**src/rtl/sweep_tuning_gen.sv**
```systemverilog
module sweep_tuning_gen #(
  parameter int          FW        = 26,
  parameter int          TW        = 32,
  parameter logic [31:0] TUNE_MULT = 32'hABCC7711,
  parameter int          LO_INIT   = 300,
  parameter int          STEP_INIT = 1000,
  parameter int          HI_INIT   = 10_000_000
) (
  input  logic            clk,
  input  logic            rst_n,
  input  logic            ld_en,
  input  logic [1:0]      ld_sel,
  input  logic [FW-1:0]   ld_data,
  input  logic            step_strobe,
  output logic [FW-1:0]   freq_out,
  output logic [TW-1:0]   tune_word,
  output logic [TW+7:0]   synth_word
);
  localparam int PW = FW + TW;

  function automatic logic [TW-1:0] to_tune(input logic [FW-1:0] f);
    logic [PW-1:0] prod;
    prod = {{TW{1'b0}}, f} * {{FW{1'b0}}, TUNE_MULT[TW-1:0]};
    return prod[PW-1 -: TW];
  endfunction

  localparam logic [FW-1:0] LO_RST   = FW'(LO_INIT);
  localparam logic [FW-1:0] STEP_RST = FW'(STEP_INIT);
  localparam logic [FW-1:0] HI_RST   = FW'(HI_INIT);
  localparam logic [TW-1:0] TUNE_RST = to_tune(LO_RST);

  logic [FW-1:0] lo_q, hi_q, step_q, freq_q;
  logic          strobe_q;
  logic          rise;
  logic [FW-1:0] freq_nxt;

  assign rise     = step_strobe & ~strobe_q;
  assign freq_nxt = (freq_q > hi_q) ? lo_q : freq_q + step_q;

  always_ff @(posedge clk) begin
    if (!rst_n) begin
      lo_q   <= LO_RST;
      hi_q   <= HI_RST;
      step_q <= STEP_RST;
    end else if (ld_en) begin
      case (ld_sel)
        2'b00:   lo_q   <= ld_data;
        2'b01:   hi_q   <= ld_data;
        2'b10:   step_q <= ld_data;
        default: ;
      endcase
    end
  end

  always_ff @(posedge clk) begin
    if (!rst_n) begin
      strobe_q  <= 1'b0;
      freq_q    <= LO_RST;
      tune_word <= TUNE_RST;
    end else begin
      strobe_q  <= step_strobe;
      if (rise) freq_q <= freq_nxt;
      tune_word <= to_tune(freq_q);
    end
  end

  assign freq_out   = freq_q;
  assign synth_word = {8'h00, tune_word};
endmodule


```
**config.mk**
```make
export PLATFORM = sky130hd
export DESIGN_NAME = sweep_tuning_gen
export DESIGN_NICKNAME = d
export VERILOG_FILES = /design/src/rtl/sweep_tuning_gen.sv
export SDC_FILE = /design/constraint.sdc
export NUM_CORES = 1
export LEC_CHECK = 0
export ABC_CLOCK_PERIOD_IN_PS = 6100
export BUFFER_PORTS_ARGS = -buffer_cell sky130_fd_sc_hd__buf_2
export CAP_MARGIN = 30
export CORE_ASPECT_RATIO = 1.5
export CORE_UTILIZATION = 48
export DETAILED_ROUTE_END_ITERATION = 10
export PLACE_DENSITY = 0.65
export SLEW_MARGIN = 20
export SYNTH_ARGS = -nofsm -noshare
export SYNTH_HDL_FRONTEND = slang
export SYNTH_SLANG_ARGS = --single-unit
```
**constraint.sdc**
```tcl
create_clock -name clk -period 6.1 [get_ports clk]
set_clock_uncertainty 0.05 [all_clocks]
set_input_delay 0.61 -clock clk [delete_from_list [all_inputs] [get_ports clk]]
set_output_delay 0.61 -clock clk [all_outputs]
set_load 0.01 [all_outputs]
```
* Word level (Yosys, flattened, before mapping) *
Cells that the tools add are included.

word-level totals
  input bits = 32
  output and inout port bits = 98
  flip-flop bits (word level) = 137
  logic and storage cells = 18

operators by class
  muxes and demuxes = 1
  reductions and logical operators = 4
  bitwise operators = 2
  equal/unequal tests = 2
  multiply operators = 1
  add/subtract/negate cells = 1
  order comparisons = 1

operators by type and width
  cell                    count
  $mul 26x32->58 const B  1
  $add 26x26->26          1
  $gt 26x26->1            1
  $mux 26                 1
  $reduce_and 2->1        3
  $eq 2x1->1 const B      1
  $eq 2x2->1 const B      1
  $logic_not 2->1         1
  $and 1x1->1             1
  $not 1->1               1

* Depth between registers and ports, before layout *
  depth after elaboration = 2
  depth in mapped cells = 26
  gate-level depth less buffers = 26

* Worst setup path before layout *
OpenSTA, ideal clock, no wires.

  path kind = reg-to-reg
  start point = register freq_q[22], in the netlist freq_out[22]
  end point = register tune_word[31]
  path slack = -340 ps
  data arrival time = 6262 ps
  clock period less this slack = 6440 ps
  library setup time = 128 ps
  data required time = 5922 ps
  stages on the path, launching flop included = 24
  path buffers = 1
  cells stage by stage = dfxtp_1 > fa_1 > fa_1 > fa_1 > inv_1 > fa_1 > inv_1 > fa_1 > fa_1 > inv_1 > fa_1 > inv_1 > ha_1 > buf_6 > a21o_1 > a21o_1 > a21o_1 > a221o_1 > or3_1 > o211ai_2 > o21ai_2 > a31oi_1 > xnor2_1 > nor2_1

between the ends
  word-level cells in the longest chain between the ends = 1

ends and longest elaborated chain
  what                    line  RTL
  start, declared         32    logic [FW-1:0] lo_q, hi_q, step_q, freq_q;
  start signal, assigned  62    if (rise) freq_q <= freq_nxt;
  $mul 26x32->58          23    prod = {{TW{1'b0}}, f} * {{FW{1'b0}}, TUNE_MULT[TW-1:0]};
  end signal, assigned    63    tune_word <= to_tune(freq_q);
  end, declared           16    output logic [TW-1:0] tune_word,

Every way passes these cells.
A chain may end at the register's enable or synchronous reset.

* Worst setup path after layout *
  start point = register freq_q[25], in the netlist freq_out[25]
  end point = register tune_word[31]

Same word-level chain as after synthesis.

==> out/qor.yml <==
clock_network:
  clk_pin_slew_ns: 0.07
  insertion_delay_ns: 0.46
  root_buffer: "clkbuf_16"
  numCtsBuffers: 17
  cts_hold_buf: 0
  ctsHtreeMaxLevel: 4
  clkSinkCount: 137
  tritoncts: "built"
  clk_path_buf_depth: 2
routing:
  vias: 15400
  drtPass1Iterations: 5
  wl_um: 57500
  dr.first_iter.drc_count: 569
  vias_per_cell: 5.20
  wl_per_cell_um: 19.4
  drtAntennaViolNets: 0
  drc_errors: 0
place:
  dp_hpwl_um: 48300
  dp_slack_ns: -0.552
  routabilityCongestion: 1.02
  place_area_mm2: 0.0223
  numPortBuffers: 121
yosys:
  async_reset_ff_share_pct: 0
  synth_fa_ha_area_share_pct: 52.1
  synth-xor-area-share_pct: 2.28
  synth_cells: 2110
  synth-simple-area-share_pct: 8.36
  syn_area_per_cell_um2: 9.29
  ys_ff_latch: 137
  synth_compound_area_share_pct: 9.95
  synth_top_family_by_area: "adder cells"
  synth_flop_cell: "dfxtp_1"
  synth.distinct_cells: 69
  synthesis.area_mm2: 0.0196
  synth_seq_area_share_pct: 14.0
  synthMuxAreaShare_pct: 1.03
  synth_edf_count: 0
  yosys_warnings: 0
timing:
  worst_slack_ns: -0.230
  hold_viol: 0
  finalSetupViolations: 16
  finalMaxSlewViolations: 0
  rsz0062_at_grt: "yes"
  max_slew.worst_pin.slew_ns: 0.854
  period_minus_slack_ns: 6.33
  fin_crit_sh_pct: 104
  slew-limit-headroom_pct: 43.0
  max_freq_mhz: 158
  tns_ns: -2.10
worst_setup_path:
  worst_ep_arrival_time_ns: 6.59
  startpoint_type: "flip-flop"
  path_class: "reg -> reg"
  endpoint_kind: "flip-flop"
  worstPathRequired_ns: 6.36
  critPathMaxFanout: 5
floorplan:
  die_area_mm2: 0.0417
  rows: 90
  die_h_um: 249
  core-area_mm2: 0.0402
  ios: 130
  fp.dieW_um: 167
  initial_utilization_pct: 48.7
final_layout:
  n_fill_cell: 3564
  design_area_mm2: 0.0238
  nets: 3103
  diodes: 0
  layout-drive-gt1-share_pct: 23.5
  syn2layout_area_growth_pct: 21.6
job:
  cap_viol_max_count: 0
grt:
  overflow: 0
  grt_pass1_vias: 16800
  antenna_found_initial: 0
  grt_max_degree: 56
  grt_pass1_wl_um: 90600
  grt_usage_pct: 29.0
status:
  violations: "setup timing"
  status: "finished with violations"
worst_hold_path:
  hp-class: "in -> reg"
logic make-up after synthesis:
family / count (synthesis)
buffers and inverters: 595
muxes: 20
and+or+nand+nor: 369
AOI/OAI and AO/OA: 303
DFF: 137
other: 1
xor gates and xnor gates: 51
adders and majority gates: 634
synthesized netlist by cell type, types with 4 or more instances:
| cell | instances | area, um2 |
|---|---|---|
| dfxtp_1 | 137 | 2740 |
| buf_4 | 41 | 308 |
| o21bai_1 | 7 | 52.6 |
| clkbuf_1 | 37 | 139 |
| or2_2 | 8 | 50.1 |
| fa_1 | 303 | 6070 |
| o21ai_0 | 43 | 215 |
| nand2b_1 | 11 | 68.8 |
| o22ai_1 | 4 | 25.0 |
| and3_1 | 6 | 37.5 |
| or3_1 | 4 | 25.0 |
| a211oi_1 | 14 | 105 |
| xor2_1 | 18 | 158 |
| nand3_1 | 24 | 120 |
| inv_1 | 512 | 1920 |
| nor2b_1 | 8 | 50.1 |
| nor3_1 | 10 | 50.1 |
| o31ai_1 | 4 | 30.0 |
| ha_1 | 331 | 4140 |
| o211ai_1 | 17 | 128 |
| nand4_1 | 17 | 106 |
| a31oi_1 | 8 | 50.1 |
| a21oi_1 | 123 | 616 |
| mux2i_1 | 18 | 180 |
| xnor2_1 | 33 | 289 |
| nand2_1 | 193 | 724 |
| o21a_1 | 6 | 45.0 |
| a21o_1 | 43 | 323 |
| nor2_1 | 69 | 259 |
placed cells by master (no fill, tap or decap), types with 43 or more instances in the layout:
cell / instances
fa_1: 280
dfxtp_1: 113
a21oi_1: 108
buf_4: 246
ha_1: 300
nand2_1: 191
inv_1: 497
a21o_1: 43
nor2_1: 68
buf_2: 121
state kept, by name, indices dropped and copies added, names as in the netlist:
register,cells
lo_q,26
strobe_q,1
step_q,26
freq_out,26
hi_q,26
tune_word,32
cell type report:
cell class | count | area [um2] | share of cell area [%]
multi-input cells | 1385 | 15200 | 63.7
clock inverters | 14 | 145 | 0.609
clock buffers | 18 | 450 | 1.89
well taps | 506 | 633 | 2.66
inverters | 513 | 1930 | 8.10
flip-flops and latches | 137 | 2820 | 11.8
repair buffers | 383 | 2670 | 11.2
metal layers:
layer / track usage, % / routed length [um] / up-vias
met3: 2.66 / 1640 / 161
met4: 17.4 / 3840 / 0
met2: 54.5 / 30700 / 342
li1: - / - / 7272
met5: 0 / 0 / -
met1: 31.0 / 21300 / 7590
what timing repair did:
action                                  in CTS  in global routing
buffers inserted                            14                 11
resized for setup                           98                 49
endpoints found under the setup margin      31                 25
pin swaps                                   82                 34
per-stage QoR:
| step | hold WS [ns] | util [%] | instances |
|---|---|---|---|
| 2_1_floorplan | 0.383 | - | 2117 |
| 3_3_place_gp | 0.393 | 55.6 | 2902 |
| 3_5_place_dp | 0.395 | 55.6 | 2903 |
| 4_1_cts | 0.331 | 58.5 | 2948 |
| 5_1_grt | 0.355 | 59.3 | 2956 |
| 6_report | 0.340 | 59.3 | 2956 |
final timing paths:
kind | cells after the start | from | endpoint | slack [ns]
setup reg to reg | 24 | freq_out[25] | tune_word[31] | -0.23
hold reg to reg | 2 | lo_q[7] | lo_q[7] | 0.41
setup / recovery | 24 | freq_out[25] | tune_word[31] | -0.23
hold / removal | 2 | step_strobe | strobe_q | 0.34
critical path, cell delays in order (launching register included):
cell	delay, ns
dfxtp_4	0.38
buf_6	0.14
ha_4	0.28
inv_4	0.04
fa_2	0.39
fa_1	0.51
inv_1	0.05
fa_1	0.51
inv_2	0.05
fa_1	0.51
fa_1	0.57
inv_1	0.06
fa_1	0.47
inv_1	0.05
ha_2	0.17
a21o_1	0.15
a21o_1	0.17
a21o_1	0.18
a221o_1	0.35
or3_4	0.36
o211ai_4	0.29
o21ai_4	0.10
a31oi_1	0.17
xnor2_1	0.13
nor2_1	0.05
Power is left out: the tool's default activity adds up to more than one toggle a clock period on the data nets, which glitch-free logic cannot reach.
